`config.mk`:
```
export PLATFORM = sky130hd
export DESIGN_NAME = squash_redirect_gen
export DESIGN_NICKNAME = d
export VERILOG_FILES = /design/src/rtl/sqr_pkg.sv /design/src/rtl/sqr_exec_limit.sv /design/src/rtl/sqr_slot_check.sv /design/src/rtl/sqr_oldest_sel.sv /design/src/rtl/sqr_event_counters.sv /design/src/rtl/squash_redirect_gen.sv
export SDC_FILE = /design/constraint.sdc
export NUM_CORES = 1
export LEC_CHECK = 0
export BUFFER_PORTS_ARGS = -buffer_cell sky130_fd_sc_hd__buf_4
export CAP_MARGIN = 30
export CORE_AREA = 2 2 261 263
export CTS_CLUSTER_DIAMETER = 100
export DETAILED_ROUTE_END_ITERATION = 10
export DIE_AREA = 0 0 263 265
export GPL_TIMING_DRIVEN = 0
export MAX_ROUTING_LAYER = met4
export SLEW_MARGIN = 20
export SYNTH_ARGS = -nofsm -noshare
export SYNTH_HDL_FRONTEND = slang
export SYNTH_SLANG_ARGS = --single-unit
```
`constraint.sdc`:
```
create_clock -name clk -period 10.95 [get_ports clk]
set_input_delay 0.5475 -clock clk [delete_from_list [all_inputs] [get_ports clk]]
set_output_delay 0.5475 -clock clk [all_outputs]
set_load 0.005 [all_outputs]
```
`src/rtl/sqr_pkg.sv`:
```
package sqr_pkg;
  localparam int unsigned INSN_BYTES = 4;

  typedef enum logic [1:0] {
    SQK_NONE   = 2'd0,
    SQK_BRANCH = 2'd1,
    SQK_MEMORD = 2'd2
  } sq_kind_e;

  function automatic int unsigned count_ones(input logic [31:0] v);
    int unsigned n;
    n = 0;
    for (int k = 0; k < 32; k++) n += int'(v[k]);
    return n;
  endfunction
endpackage

```
`src/rtl/sqr_exec_limit.sv`:
```
module sqr_exec_limit #(
  parameter int unsigned N     = 4,
  parameter int unsigned BUD_W = $clog2(N + 1)
) (
  input  logic             clk,
  input  logic             rst,
  input  logic [N-1:0]     vld,
  input  logic [N-1:0]     sqd,
  input  logic [BUD_W-1:0] budget,
  output logic [N-1:0]     processed
);
  logic [BUD_W-1:0] used;
  logic             run;

  always_comb begin
    run  = 1'b1;
    used = '0;
    for (int i = 0; i < N; i++) begin
      run          = run & vld[i];
      processed[i] = run && (used < budget);
      if (processed[i] && !sqd[i]) used = used + 1'b1;
    end
  end

  AST_FU_BUDGET: assert property (@(posedge clk) disable iff (rst)
    $countones(processed & ~sqd) <= int'(budget));

  for (genvar g = 1; g < N; g++) begin : g_gap
    AST_NO_GAP: assert property (@(posedge clk) disable iff (rst)
      processed[g] |-> (processed[g-1] && vld[g]));
  end
endmodule

```
`src/rtl/sqr_slot_check.sv`:
```
module sqr_slot_check
  import sqr_pkg::*;
#(
  parameter int unsigned PC_W = 32
) (
  input  logic            clk,
  input  logic            rst,
  input  logic            processed,
  input  logic            sqd,
  input  logic            ctrl,
  input  logic            mem,
  input  logic            lsq_viol,
  input  logic [PC_W-1:0] pc,
  input  logic [PC_W-1:0] tgt,
  input  logic [PC_W-1:0] pnpc,
  output sq_kind_e        kind,
  output logic            taken_fix
);
  function automatic logic [PC_W-1:0] fall_through(input logic [PC_W-1:0] a);
    return a + PC_W'(INSN_BYTES);
  endfunction

  function automatic logic dir_taken(input logic [PC_W-1:0] a,
                                     input logic [PC_W-1:0] t);
    return t != fall_through(a);
  endfunction

  logic live, misp, viol;

  assign live      = processed & ~sqd;
  assign misp      = live & ctrl & (tgt != pnpc);
  assign viol      = live & mem & lsq_viol;
  assign taken_fix = dir_taken(pc, tgt);

  always_comb begin
    if (misp)      kind = SQK_BRANCH;
    else if (viol) kind = SQK_MEMORD;
    else           kind = SQK_NONE;
  end

  AST_SQD_SILENT: assert property (@(posedge clk) disable iff (rst)
    sqd |-> (kind == SQK_NONE));
  AST_IDLE_SILENT: assert property (@(posedge clk) disable iff (rst)
    !processed |-> (kind == SQK_NONE));
endmodule

```
`src/rtl/sqr_oldest_sel.sv`:
```
module sqr_oldest_sel #(
  parameter int unsigned N     = 4,
  parameter int unsigned SEQ_W = 16,
  localparam int unsigned IDX_W = (N > 1) ? $clog2(N) : 1
) (
  input  logic               clk,
  input  logic               rst,
  input  logic [N-1:0]       cand,
  input  logic [N*SEQ_W-1:0] seq,
  output logic               sel_vld,
  output logic [IDX_W-1:0]   sel_idx,
  output logic [N-1:0]       sel_mask
);
  logic [SEQ_W-1:0] best;

  always_comb begin
    sel_vld = 1'b0;
    sel_idx = '0;
    best    = '1;
    for (int i = 0; i < N; i++) begin
      if (cand[i] && (!sel_vld || seq[i*SEQ_W +: SEQ_W] < best)) begin
        sel_vld = 1'b1;
        sel_idx = IDX_W'(i);
        best    = seq[i*SEQ_W +: SEQ_W];
      end
    end
    sel_mask = '0;
    if (sel_vld) sel_mask[sel_idx] = 1'b1;
  end

  AST_ONE_WINNER: assert property (@(posedge clk) disable iff (rst)
    $onehot0(sel_mask) && ((sel_mask & ~cand) == '0));

  for (genvar g = 0; g < N; g++) begin : g_age
    AST_OLDEST_WINS: assert property (@(posedge clk) disable iff (rst)
      (sel_vld && cand[g]) |-> (best <= seq[g*SEQ_W +: SEQ_W]));
  end
endmodule

```
`src/rtl/sqr_event_counters.sv`:
```
module sqr_event_counters
  import sqr_pkg::*;
#(
  parameter int unsigned N     = 4,
  parameter int unsigned CNT_W = 16
) (
  input  logic             clk,
  input  logic             rst,
  input  logic [N-1:0]     pt_misp_mask,
  input  logic [N-1:0]     viol_mask,
  input  logic [N-1:0]     sqd_mask,
  output logic [CNT_W-1:0] cnt_pt_misp,
  output logic [CNT_W-1:0] cnt_mem_viol,
  output logic [CNT_W-1:0] cnt_sqd_skip
);
  always_ff @(posedge clk) begin
    if (rst) begin
      cnt_pt_misp  <= '0;
      cnt_mem_viol <= '0;
      cnt_sqd_skip <= '0;
    end else begin
      cnt_pt_misp  <= cnt_pt_misp  + CNT_W'(count_ones(32'(pt_misp_mask)));
      cnt_mem_viol <= cnt_mem_viol + CNT_W'(count_ones(32'(viol_mask)));
      cnt_sqd_skip <= cnt_sqd_skip + CNT_W'(count_ones(32'(sqd_mask)));
    end
  end

  AST_VIOL_CNT_CAUSE: assert property (@(posedge clk) disable iff (rst)
    (viol_mask == '0) |=> $stable(cnt_mem_viol));
  AST_PT_CNT_CAUSE: assert property (@(posedge clk) disable iff (rst)
    (pt_misp_mask == '0) |=> $stable(cnt_pt_misp));
endmodule

```
`src/rtl/squash_redirect_gen.sv`:
```
module squash_redirect_gen
  import sqr_pkg::*;
#(
  parameter int unsigned ISSUE_W = 4,
  parameter int unsigned SEQ_W   = 16,
  parameter int unsigned PC_W    = 32,
  parameter int unsigned CNT_W   = 16,
  localparam int unsigned BUD_W  = $clog2(ISSUE_W + 1),
  localparam int unsigned IDX_W  = (ISSUE_W > 1) ? $clog2(ISSUE_W) : 1
) (
  input  logic                     clk,
  input  logic                     rst,
  input  logic [BUD_W-1:0]         fu_budget,
  input  logic [ISSUE_W-1:0]       slot_vld,
  input  logic [ISSUE_W-1:0]       slot_sqd,
  input  logic [ISSUE_W-1:0]       slot_ctrl,
  input  logic [ISSUE_W-1:0]       slot_mem,
  input  logic [ISSUE_W-1:0]       slot_lsq_viol,
  input  logic [ISSUE_W-1:0]       slot_ptaken,
  input  logic [ISSUE_W*SEQ_W-1:0] slot_seq,
  input  logic [ISSUE_W*PC_W-1:0]  slot_pc,
  input  logic [ISSUE_W*PC_W-1:0]  slot_tgt,
  input  logic [ISSUE_W*PC_W-1:0]  slot_pnpc,
  input  logic [SEQ_W-1:0]         lsq_violator_seq,
  output logic [ISSUE_W-1:0]       done_mask,
  output logic [ISSUE_W-1:0]       pass_mask,
  output logic                     sq_vld,
  output logic [SEQ_W-1:0]         sq_seq,
  output logic [PC_W-1:0]          sq_mispc,
  output logic [PC_W-1:0]          sq_npc,
  output logic                     sq_mispred,
  output logic                     sq_taken,
  output logic                     stage_squash_req,
  output logic                     iq_viol_vld,
  output logic [SEQ_W-1:0]         iq_inst_seq,
  output logic [SEQ_W-1:0]         iq_src_seq,
  output logic [CNT_W-1:0]         cnt_pt_misp,
  output logic [CNT_W-1:0]         cnt_mem_viol,
  output logic [CNT_W-1:0]         cnt_sqd_skip
);
  logic [ISSUE_W-1:0] processed;
  logic [ISSUE_W-1:0] branch_m, memord_m, need_m, taken_m;
  logic               sel_vld;
  logic [IDX_W-1:0]   sel_idx;
  logic [ISSUE_W-1:0] sel_mask;
  sq_kind_e           kind_a [ISSUE_W];

  sqr_exec_limit #(.N(ISSUE_W), .BUD_W(BUD_W)) u_limit (
    .clk(clk), .rst(rst), .vld(slot_vld), .sqd(slot_sqd),
    .budget(fu_budget), .processed(processed)
  );

  for (genvar g = 0; g < ISSUE_W; g++) begin : g_slot
    sqr_slot_check #(.PC_W(PC_W)) u_chk (
      .clk(clk), .rst(rst),
      .processed(processed[g]), .sqd(slot_sqd[g]), .ctrl(slot_ctrl[g]),
      .mem(slot_mem[g]), .lsq_viol(slot_lsq_viol[g]),
      .pc(slot_pc[g*PC_W +: PC_W]), .tgt(slot_tgt[g*PC_W +: PC_W]),
      .pnpc(slot_pnpc[g*PC_W +: PC_W]),
      .kind(kind_a[g]), .taken_fix(taken_m[g])
    );
    assign branch_m[g] = (kind_a[g] == SQK_BRANCH);
    assign memord_m[g] = (kind_a[g] == SQK_MEMORD);
    assign need_m[g]   = branch_m[g] | memord_m[g];
  end

  sqr_oldest_sel #(.N(ISSUE_W), .SEQ_W(SEQ_W)) u_sel (
    .clk(clk), .rst(rst), .cand(need_m), .seq(slot_seq),
    .sel_vld(sel_vld), .sel_idx(sel_idx), .sel_mask(sel_mask)
  );

  sqr_event_counters #(.N(ISSUE_W), .CNT_W(CNT_W)) u_cnt (
    .clk(clk), .rst(rst),
    .pt_misp_mask(branch_m & slot_ptaken),
    .viol_mask(memord_m),
    .sqd_mask(processed & slot_sqd),
    .cnt_pt_misp(cnt_pt_misp), .cnt_mem_viol(cnt_mem_viol),
    .cnt_sqd_skip(cnt_sqd_skip)
  );

  logic             sel_branch;
  logic [SEQ_W-1:0] sel_seq;
  logic [PC_W-1:0]  sel_pc, sel_tgt;

  assign sel_branch = |(sel_mask & branch_m);
  assign sel_seq    = slot_seq[sel_idx*SEQ_W +: SEQ_W];
  assign sel_pc     = slot_pc[sel_idx*PC_W +: PC_W];
  assign sel_tgt    = slot_tgt[sel_idx*PC_W +: PC_W];

  always_ff @(posedge clk) begin
    if (rst) begin
      done_mask        <= '0;
      pass_mask        <= '0;
      sq_vld           <= 1'b0;
      sq_seq           <= '0;
      sq_mispc         <= '0;
      sq_npc           <= '0;
      sq_mispred       <= 1'b0;
      sq_taken         <= 1'b0;
      stage_squash_req <= 1'b0;
      iq_viol_vld      <= 1'b0;
      iq_inst_seq      <= '0;
      iq_src_seq       <= '0;
    end else begin
      done_mask        <= processed;
      pass_mask        <= processed & slot_sqd;
      sq_vld           <= sel_vld;
      stage_squash_req <= sel_vld;
      sq_seq           <= sel_vld ? sel_seq : '0;
      sq_npc           <= sel_vld ? sel_tgt : '0;
      sq_mispred       <= sel_vld & sel_branch;
      sq_mispc         <= (sel_vld && sel_branch) ? sel_pc : '0;
      sq_taken         <= sel_vld & sel_branch & |(sel_mask & taken_m);
      iq_viol_vld      <= sel_vld & ~sel_branch;
      iq_inst_seq      <= (sel_vld && !sel_branch) ? sel_seq : '0;
      iq_src_seq       <= (sel_vld && !sel_branch) ? lsq_violator_seq : '0;
    end
  end

  AST_VIOL_PKT_LEAN: assert property (@(posedge clk) disable iff (rst)
    (sq_vld && !sq_mispred) |-> (sq_mispc == '0 && !sq_taken));
  AST_IQ_ONLY_VIOL: assert property (@(posedge clk) disable iff (rst)
    iq_viol_vld |-> (sq_vld && !sq_mispred));
  AST_PKT_NEEDS_WORK: assert property (@(posedge clk) disable iff (rst)
    sq_vld |-> (done_mask != '0));
  AST_PASS_IN_DONE: assert property (@(posedge clk) disable iff (rst)
    (pass_mask & ~done_mask) == '0);
  AST_IDLE_ZERO: assert property (@(posedge clk) disable iff (rst)
    !sq_vld |-> (sq_seq == '0 && sq_npc == '0 && !sq_mispred && !iq_viol_vld));
endmodule

```
After elaboration in Yosys (flattened, before gate mapping) --
Cells that the tools add are included.
Word-level totals: flip-flop bits (word level) 172, bits of input ports 493, logic and storage cells 154
Operators by class: add/sub/neg operators 18, magnitude comparators 9, equality and inequality tests 16, shift operators 3, mux-type cells 24, bitwise gates (word level) 42, reductions and logical operators 28
Operator list (count):
- $ne 32x32->1 | 8
- $shiftx 128x8->32 | 2
- $add 32x3->32 const B | 4
- $add 16x1->16 | 6
- $shiftx 64x7->16 | 1
- $add 16x16->16 | 3
- $lt 16x16->1 | 3
- $mux 16 | 3
- $and 1x1->1 | 26
- $mux 2 | 10
- $and 4x4->4 | 4
- $logic_and 1x1->1 | 13
- $lt 3x3->1 | 3
- $eq 2x1->1 const B | 4
- $eq 2x2->1 const B | 4
- $not 1->1 | 8
- $reduce_or 4->1 | 2
- $logic_not 1->1 | 7
- $mux 1 | 7
- $add 1x1->2 | 3
- $add 3x1->3 const B | 2
- $mux 3 | 2
- $reduce_or 2->1 | 3
- $mux 4 | 1
- 6 further kinds | 11

Longest topological paths before layout --
Gate-level depths: netlist of the first run.
depth after elaboration 34, gate-level depth with buffers 46, mapped depth without buffers 38

Modules after synthesis --
A second synthesis of the first run with hierarchy kept.
Unflattened totals: cells, all modules 1661, area, all modules 15581.2 um^2
By module, submodules not included:
- sqr_slot_check | instances 4, cells an instance 191, area an instance 1435.1 um^2
- squash_redirect_gen | instances 1, cells an instance 391, area an instance 5522.8 um^2
- sqr_event_counters | instances 1, cells an instance 244, area an instance 2253.4 um^2
- sqr_oldest_sel | instances 1, cells an instance 234, area an instance 1835.5 um^2
- sqr_exec_limit | instances 1, cells an instance 28, area an instance 229.0 um^2

Worst setup path after synthesis of the first run --
Ideal clock, no wire load.
path type input to register, start input port slot_tgt[13], end register iq_inst_seq[10], library setup time 138 ps, arrival time 8723 ps, data required time 10812 ps, slack 2088 ps, cell stages on the path 45, path buffers 11, path through buf_2 -> xnor2_2 -> nand4_1 -> nor4_4 -> a21oi_1 -> nor2_1 -> clkbuf_1 -> nor2_1 -> ha_1 -> and4_1 -> a211o_1 -> a21oi_1 -> a211oi_2 -> a211oi_1 -> buf_2 -> buf_2 -> buf_2 -> buf_2 -> (+9 left out) -> buf_2 -> buf_1 -> buf_1 -> mux2i_1 -> ha_1 -> a21o_1 -> a21oi_1 -> o221ai_1 -> nand2_1 -> nand3b_1 -> o41a_1 -> a211o_1 -> a311o_1 -> a21bo_4 -> buf_6 -> buf_2 -> mux2i_1 -> nor3_2
On the way: cells in the longest elaborated chain, start to end 29, elaborated cells between the ends (all ways) 41
RTL lines:
- start, declared | RTL line squash_redirect_gen.sv:22 | input logic [ISSUE_W*PC_W-1:0] slot_tgt,
- $ne 32x32->1 * | RTL line sqr_slot_check.sv:31 | assign misp = live & ctrl & (tgt != pnpc);
- $and 1x1->1 * | RTL line sqr_slot_check.sv:31
- $mux 2 * | RTL line sqr_slot_check.sv:36 | if (misp) kind = SQK_BRANCH;
- $eq 2x1->1 / $eq 2x2->1 (equally long branches) | RTL line squash_redirect_gen.sv:62, squash_redirect_gen.sv:63
- $or 1x1->1 | RTL line squash_redirect_gen.sv:64 | assign need_m[g] = branch_m[g] | memord_m[g];
- $mux 16 / $mux 1 (equally long branches) | RTL line sqr_oldest_sel.sv:21 | if (cand[i] && (!sel_vld || seq[i*SEQ_W +: SEQ_W] < best)) begin
- $lt 16x16->1 / $logic_not 1->1 (equally long branches) | RTL line sqr_oldest_sel.sv:21
- $logic_or 1x1->1 | RTL line sqr_oldest_sel.sv:21
- (+13 left out)
- $demux 1 s2
- $mux 4 | RTL line sqr_oldest_sel.sv:28 | if (sel_vld) sel_mask[sel_idx] = 1'b1;
- $and 4x4->4 | RTL line squash_redirect_gen.sv:85 | assign sel_branch = |(sel_mask & branch_m);
- $reduce_or 4->1 | RTL line squash_redirect_gen.sv:85
- $logic_not 1->1 | RTL line squash_redirect_gen.sv:115 | iq_inst_seq <= (sel_vld && !sel_branch) ? sel_seq : '0;
- $logic_and 1x1->1 | RTL line squash_redirect_gen.sv:115
- $not 1->1 (no line)
- $reduce_or 2->1 (no line)
- end signal, assigned | RTL line squash_redirect_gen.sv:115
- end, declared | RTL line squash_redirect_gen.sv:35 | output logic [SEQ_W-1:0] iq_inst_seq,
Mark *: on every way between the ends. The rest lies on a longest branch, timed or not. A chain may end at the register's enable or synchronous reset.

Final worst setup path of the first run --
start input port slot_tgt[4], end register sq_mispc[15]
On the way: cells in the longest elaborated chain, start to end 28, elaborated cells between the ends (all ways) 40
RTL lines:
- $ne 32x32->1 * | RTL line sqr_slot_check.sv:31
- $and 1x1->1 * | RTL line sqr_slot_check.sv:31
- $mux 2 * | RTL line sqr_slot_check.sv:36
- $eq 2x1->1 / $eq 2x2->1 (equally long branches) | RTL line squash_redirect_gen.sv:62, squash_redirect_gen.sv:63
- $or 1x1->1 | RTL line squash_redirect_gen.sv:64
- $mux 16 / $mux 1 (equally long branches) | RTL line sqr_oldest_sel.sv:21
- $lt 16x16->1 / $logic_not 1->1 (equally long branches) | RTL line sqr_oldest_sel.sv:21
- $logic_or 1x1->1 | RTL line sqr_oldest_sel.sv:21
- (+12 left out)
- $mux 1 (implied by the code) | RTL line sqr_oldest_sel.sv:28
- $demux 1 s2
- $mux 4 | RTL line sqr_oldest_sel.sv:28
- $and 4x4->4 | RTL line squash_redirect_gen.sv:85
- $reduce_or 4->1 | RTL line squash_redirect_gen.sv:85
- $logic_and 1x1->1 | RTL line squash_redirect_gen.sv:112 | sq_mispc <= (sel_vld && sel_branch) ? sel_pc : '0;
- $not 1->1 (no line)
- $reduce_or 2->1 (no line)
- end signal, assigned | RTL line squash_redirect_gen.sv:112
- end, declared | RTL line squash_redirect_gen.sv:29 | output logic [PC_W-1:0] sq_mispc,
Marked as above.

==> flow_summary.json, run 1 <==
{
  "status": "completed",
  "cts_tree": "yes",
  "synthFlopType": "dfxtp_1",
  "setup.worst_path.end_class": "register",
  "hold_path.class": "input pin to register",
  "slowest_stage": "a311o_1",
  "synth-compound-area-share_pct": 16.8,
  "antenna_found_initial": 14,
  "chipHeight_microns": 265,
  "maxSlewViolCount": 0,
  "layout-drive-gt1-share_pct": 29.2,
  "critPathMaxFanout": 17,
  "synthArstFlopShare_pct": 0,
  "ctsLongestPathBuffers": 2,
  "synth_top_area_share_pct": 21.8,
  "cts_buffers": 17,
  "insertion_delay_ns": 0.49,
  "wl_per_cell_microns": 25.1,
  "dr.pass1.iters": 7,
  "syn-mean-instance-area_sq_um": 7.78,
  "cts.hold.buffers_added": 0,
  "die_area_sq_um": 69700,
  "fmax_mhz": 95.9,
  "first_iter_violations": 1179,
  "n_fill_cell": 7204,
  "synth_xor_area_share_pct": 17.0,
  "core_sq_um": 66800,
  "dieWidth_microns": 263,
  "synth_area_sq_um": 15800,
  "ys_top_cells_by_area": "dfxtp_1 22%, xnor2_1 11%, mux2i_1 6.9%, nand2_1 6.1%, xor2_1 5.7%",
  "m1WireLength_mm": 36.5,
  "worstMarginPinSlew_ns": 0.990,
  "pwr_density_cell_nw_per_um2": 87.4,
  "cpMostUsedCell": "a21o_1",
  "grt_overflow": 0,
  "area_growth_syn_to_layout_pct": 42.3,
  "yosys.area_share.adder_pct": 6.08,
  "netlist_instances": 2026,
  "timing.final.ws_setup_ns": 0.527,
  "numClockSinks": 172,
  "yosys.area_share.simple_pct": 24.8,
  "io_buffers": 632,
  "clk_pin_slew_ns": 0.09,
  "ff2ff_setup_slack_ns": 8.44,
  "wl_met3_mm": 6.09,
  "pre_cts_ws_ns": -2.16,
  "cts_root_buf": "clkbuf_16",
  "grt_pass1_wl_mm": 125,
  "synth_warnings": 0,
  "syn-num-nets": 2592,
  "synth-edff-count": 0,
  "setup_tns_ns": 0,
  "crit_type": "input pin to register",
  "power_mw": 1.96,
  "synth-seq-cells": 172,
  "dpl_cell_area_sq_um": 21700,
  "hpwlAfterDp_mm": 78.4,
  "drc": 0,
  "grt_start_max_net_pins": 23,
  "highest_layer": "met4",
  "irDropWorstVdd_mv": 0.108,
  "place.gp.congestion": 0.991,
  "slew_headroom_pct": 33.4,
  "setup_viol": 0,
  "wl_met2_mm": 44.8,
  "final_cell_area_sq_um": 22400,
  "drv_cap": 0,
  "hold_viol": 0,
  "rows": 95,
  "synth.yosys.seq_area_share_pct": 21.8,
  "io-pin-count": 666,
  "power_leakage_nw": 9.62,
  "track_usage_pct": 25.6,
  "antenna_left": 0,
  "cpPeakStageDelay_ns": 0.41,
  "final_nets": 3255,
  "routed-via-count": 18000,
  "synth_top_family_by_area": "simple AND/OR/NAND/NOR gates",
  "min_period_ns": 10.42,
  "yosysTopAreaCell": "dfxtp_1",
  "grt_pass1_vias": 17600,
  "period_share_pct": 95.2,
  "ys_types": 84,
  "rsz0062_at_grt": "no",
  "start_util_pct": 23.6,
  "cp.arrival_ns": 10.77,
  "synth_mux_area_share_pct": 9.21,
  "cp_data_required_time_ns": 11.29,
  "start_kind": "input pin",
  "finClkSkew_ns": 0.0139,
  "wl_mm": 90.1,
  "h-tree-depth": 4,
  "vias_per_cell": 5.01
}
## cell usage after synthesis (all sizes together), types with 5 or more instances
library cell  number
nand2            256
xnor2            202
dfxtp            172
a21oi            131
nor2             129
mux2i            109
xor2             102
o211ai            78
ha                67
o21ai             67
nand4             66
nand3             65
nor3              62
clkbuf            58
inv               53
buf               47
nor4              35
and3              33
mux2              32
and2              26
nor2b             24
a21o              22
a31oi             18
a211oi            17
or3               17
and4              15
nand2b            11
a2111oi            8
nor3b              8
or2                8
o311ai             7
fa                 6
o21a               6
o41ai              6
nand3b             5
## final cells by class
| cell class | count | area [sq um] | share of cell area, % |
|---|---|---|---|
| clock buffer | 17 | 425 | 1.90 |
| inverter | 53 | 199 | 0.887 |
| antenna | 16 | 40.0 | 0.179 |
| multi-input combinational | 1696 | 11700 | 52.1 |
| timing repair buffer | 645 | 4840 | 21.6 |
| sequential | 172 | 3440 | 15.4 |
| tap | 873 | 1090 | 4.87 |
| clock inverter | 15 | 218 | 0.971 |
| buffer | 104 | 479 | 2.14 |
## critical path, delay by kind of cell
family	cells	cell delay [ns]
AOI/OAI and AO/OA	21	4.55
xor gates and xnor gates	1	0.35
adders and majority gates	3	0.69
buffers and inverters	12	3.16
muxes	1	0.23
and+or+nand+nor	8	1.17
## power by group
group	total (mW)	leakage, nW	switching [mW]	internal (mW)
Sequential	0.650	1.39	0.00686	0.643
Combinational	0.644	7.92	0.354	0.291
Clock	0.668	0.310	0.348	0.320
Total	1.96	9.62	0.708	1.25
## cells by family after synthesis
kind of cell    Yosys count
flops                   172
compound gates          404
mux                     141
buf+inv                 158
xor+xnor                304
fa+ha+maj                73
simple gates            774
## stage by stage
| stage | std cells | util [%] | hold slack, ns |
|---|---|---|---|
| after floorplan | 2026 | - | 0.473 |
| after global placement | 3531 | 32.3 | 0.489 |
| after detailed placement | 3537 | 32.4 | 0.497 |
| after CTS | 3572 | 33.5 | 0.230 |
| after global routing | 3589 | 33.6 | 0.248 |
| final | 3591 | 33.6 | 0.253 |
## flip-flops by register name (all words and copies together), names as in the netlist, 4 cells and up
name and count:
sq_mispc 32, sq_npc 32, iq_inst_seq 16, iq_src_seq 16, sq_seq 16, u_cnt.cnt_mem_viol 16, u_cnt.cnt_pt_misp 16, u_cnt.cnt_sqd_skip 16
done_mask 4, pass_mask 4
## per-layer routing
layer  vias up  global-route usage, %
li1       8636                      -
met1      8504                   29.2
met2       747                   44.7
met3        88                   5.50
met4         0                   8.22
met5         -                      -
## what timing repair did
item,4_1_cts,5_1_grt
setup buffers,4,2
gates resized for setup,7,5
hold endpoints to repair,0,0
endpoints found under the setup margin,115,115
pin swaps,2,1
## cell usage in the layout (no fill, tap or decap), types with 24 or more instances in the layout
cell type	n
mux2_2	32
nor3_1	51
nor2_1	128
nand3_1	65
xnor2_1	200
inv_1	53
a21oi_1	129
nor4_1	28
ha_1	67
and2_1	26
buf_4	644
mux2i_1	109
nand2_1	255
dfxtp_1	172
o21ai_0	65
clkbuf_1	57
o211ai_1	78
and3_1	33
nand4_1	66
buf_2	27
xor2_1	102
nor2b_1	24
## path summary, 6_finish.rpt
path,start,end,cells after the start
setup / recovery,slot_tgt[4],sq_mispc[15],46
hold / removal,lsq_violator_seq[15],iq_src_seq[15],2
setup reg to reg,u_cnt.cnt_sqd_skip[0],u_cnt.cnt_sqd_skip[12],9
hold reg to reg,u_cnt.cnt_sqd_skip[15],u_cnt.cnt_sqd_skip[15],2
Note: power is estimated with default switching activity, not from simulation.
==> inputs of run 2 (changes only) <==
- CORE_AREA: 2 2 261 263 -> 2 2 260 262
- DIE_AREA: 0 0 263 265 -> 0 0 262 264
- SYNTH_HIERARCHICAL: not set -> 1
==> flow_summary.json, run 2 <==
{
  "status": "completed",
  "layout-drive-gt1-share_pct": 38.0,
  "antenna_found_initial": 25,
  "cp_num_buf_inv": 11,
  "maxSlewViolCount": 0,
  "synth_xor_area_share_pct": 19.2,
  "cp.arrival_ns": 10.83,
  "setup_viol": 0,
  "pwr_density_cell_nw_per_um2": 91.2,
  "grt_start_max_net_pins": 18,
  "place.gp.congestion": 1.04,
  "antenna_left": 0,
  "slowest_stage": "xor2_1",
  "cpPeakStageDelay_ns": 0.74,
  "drv_cap": 0,
  "die_area_sq_um": 69200,
  "vias_per_cell": 5.11,
  "yosys.area_share.adder_pct": 6.22,
  "cts_root_buf": "clkbuf_16",
  "irDropWorstVdd_mv": 0.116,
  "dr.pass1.iters": 5,
  "io-pin-count": 666,
  "insertion_delay_ns": 0.48,
  "pre_cts_ws_ns": -0.869,
  "yosysMostFrequentCell": "xor2_1",
  "syn-num-nets": 2226,
  "wl_per_cell_microns": 28.9,
  "n_fill_cell": 7130,
  "cts_setup_buffers": 0,
  "cp_data_required_time_ns": 11.32,
  "hpwlAfterDp_mm": 82.7,
  "synthArstFlopShare_pct": 0,
  "cts.hold.buffers_added": 0,
  "hold_viol": 0,
  "drc": 0,
  "start_util_pct": 23.4,
  "synthFlopType": "dfxtp_1",
  "holdPathStages": 2,
  "final_cell_mix": "677 x buf_4, 238 x xor2_1, 172 x dfxtp_1",
  "grt_pass1_wl_mm": 127,
  "critPathMaxFanout": 10,
  "grt_overflow": 0,
  "slew_headroom_pct": 38.2,
  "power_leakage_nw": 9.50,
  "routed-via-count": 16600,
  "first_iter_violations": 1218,
  "fmax_mhz": 95.6,
  "synth-edff-count": 0,
  "synthTopCellsByCount": "238 x xor2_1, 172 x dfxtp_1, 104 x xnor2_1, 94 x and2_1",
  "post_cts_resized": 3,
  "min_to": "iq_src_seq[4]",
  "crit_type": "input pin to register",
  "yosysTopAreaCell": "dfxtp_1",
  "ys_types": 84,
  "dieWidth_microns": 262,
  "syn-mean-instance-area_sq_um": 9.38,
  "rsz0062_at_grt": "no",
  "synth-compound-area-share_pct": 8.80,
  "io_buffers": 665,
  "chipHeight_microns": 264,
  "r2r_cells": 8,
  "synth_area_sq_um": 15600,
  "area_growth_syn_to_layout_pct": 43.8,
  "top_regs": "sq_mispc: 32 flops, sq_npc: 32 flops",
  "timing.final.ws_setup_ns": 0.489,
  "numClockSinks": 172,
  "clk_pin_slew_ns": 0.08,
  "synth_mux_area_share_pct": 14.5,
  "synth_top_family_by_area": "simple AND/OR/NAND/NOR gates",
  "r2r_end": "u_cnt/cnt_mem_viol[14]",
  "layout_commonest_cell": "buf_4",
  "core_sq_um": 66600,
  "h-tree-depth": 4,
  "hold_path.class": "input pin to register",
  "synth-seq-cells": 172,
  "worstMarginPinSlew_ns": 0.925,
  "min_period_ns": 10.46,
  "finClkSkew_ns": 0.00573,
  "synth_warnings": 6,
  "ctsLongestPathBuffers": 2,
  "grt_pass1_vias": 16600,
  "track_usage_pct": 27.3,
  "min_from": "lsq_violator_seq[4]",
  "synth_top_area_share_pct": 22.1,
  "synth.yosys.seq_area_share_pct": 22.1,
  "path_delay_family": "simple AND/OR/NAND/NOR gates",
  "netlist_instances": 1661,
  "ff2ff_setup_slack_ns": 8.15,
  "timing.rr.start": "u_cnt/cnt_mem_viol[0]",
  "setup_tns_ns": 0,
  "setup.worst_path.end_class": "register",
  "start_kind": "input pin",
  "rows": 95,
  "cts_tree": "yes",
  "ys_top_cells_by_area": "dfxtp_1 22%, xor2_1 13%, mux4_2 12%, xnor2_1 5.8%, ha_1 5.1%",
  "period_share_pct": 95.5,
  "final_nets": 2915,
  "wl_mm": 94.1,
  "yosys.area_share.simple_pct": 25.1,
  "cts_buffers": 17
}
## run 2: layer usage
| layer | vias up | wire (microns) | GRT usage, % |
|---|---|---|---|
| li1 | 7466 | - | - |
| met1 | 8055 | 34200 | 29.0 |
| met2 | 901 | 46600 | 46.3 |
| met3 | 211 | 6770 | 5.03 |
| met4 | 0 | 6600 | 17.3 |
| met5 | - | 0 | - |
## run 2: logic make-up after synthesis
kind of cell	count (synthesis)
simple gates	643
fa+ha+maj	72
compound gates	191
buf+inv	123
xor+xnor	342
mux	118
flops	172
## run 2: final cells by class
class | count | area (sq um) | area share (%)
multi-input combinational | 1366 | 11600 | 51.6
timing repair buffer | 670 | 5020 | 22.4
sequential | 172 | 3440 | 15.4
tap | 873 | 1090 | 4.88
clock buffer | 18 | 439 | 1.96
buffer | 56 | 374 | 1.67
inverter | 67 | 251 | 1.12
clock inverter | 14 | 179 | 0.799
antenna | 20 | 50.0 | 0.223
## run 2: per-stage QoR
step                cell area [sq um]  util, %  hold slack (ns)  cells  power, mW
finish                          22400     33.7            0.267   3256       2.04
global route                    22400     33.7            0.247   3255       2.13
CTS                             22300     33.5            0.234   3236       2.06
detailed placement              21700     32.6            0.480   3204       1.38
global placement                21700     32.5            0.466   3199       1.38
floorplan                       15600        -            0.468   1661      0.973
## run 2: worst max path at each step
stage | startpoint | end | slack [ns] | cells past startpoint
after floorplan | slot_tgt[5] | sq_mispc[0] | 2.50 | 43
after global placement | slot_tgt[2] | sq_mispc[10] | -1.19 | 43
after detailed placement | slot_tgt[2] | sq_mispc[19] | -0.87 | 43
after CTS | slot_tgt[2] | sq_mispc[19] | 0.16 | 43
after global routing | slot_tgt[2] | iq_inst_seq[9] | 0.02 | 43
final | slot_tgt[2] | iq_inst_seq[9] | 0.49 | 43
## run 2: worst reg2reg max path: stages (launching register included)
cell      delay (ns)
dfxtp_1         0.36
fa_1            0.54
inv_1           0.05
fa_1            0.41
fa_1            0.46
nand4b_1        0.28
nor4_1          0.38
xnor2_1         0.17
nor2_1          0.05
## run 2: power by group
part / switching [mW] / internal, mW
clock: 0.316 / 0.353
combinational: 0.391 / 0.335
sequential: 0.00665 / 0.642
total: 0.713 / 1.33
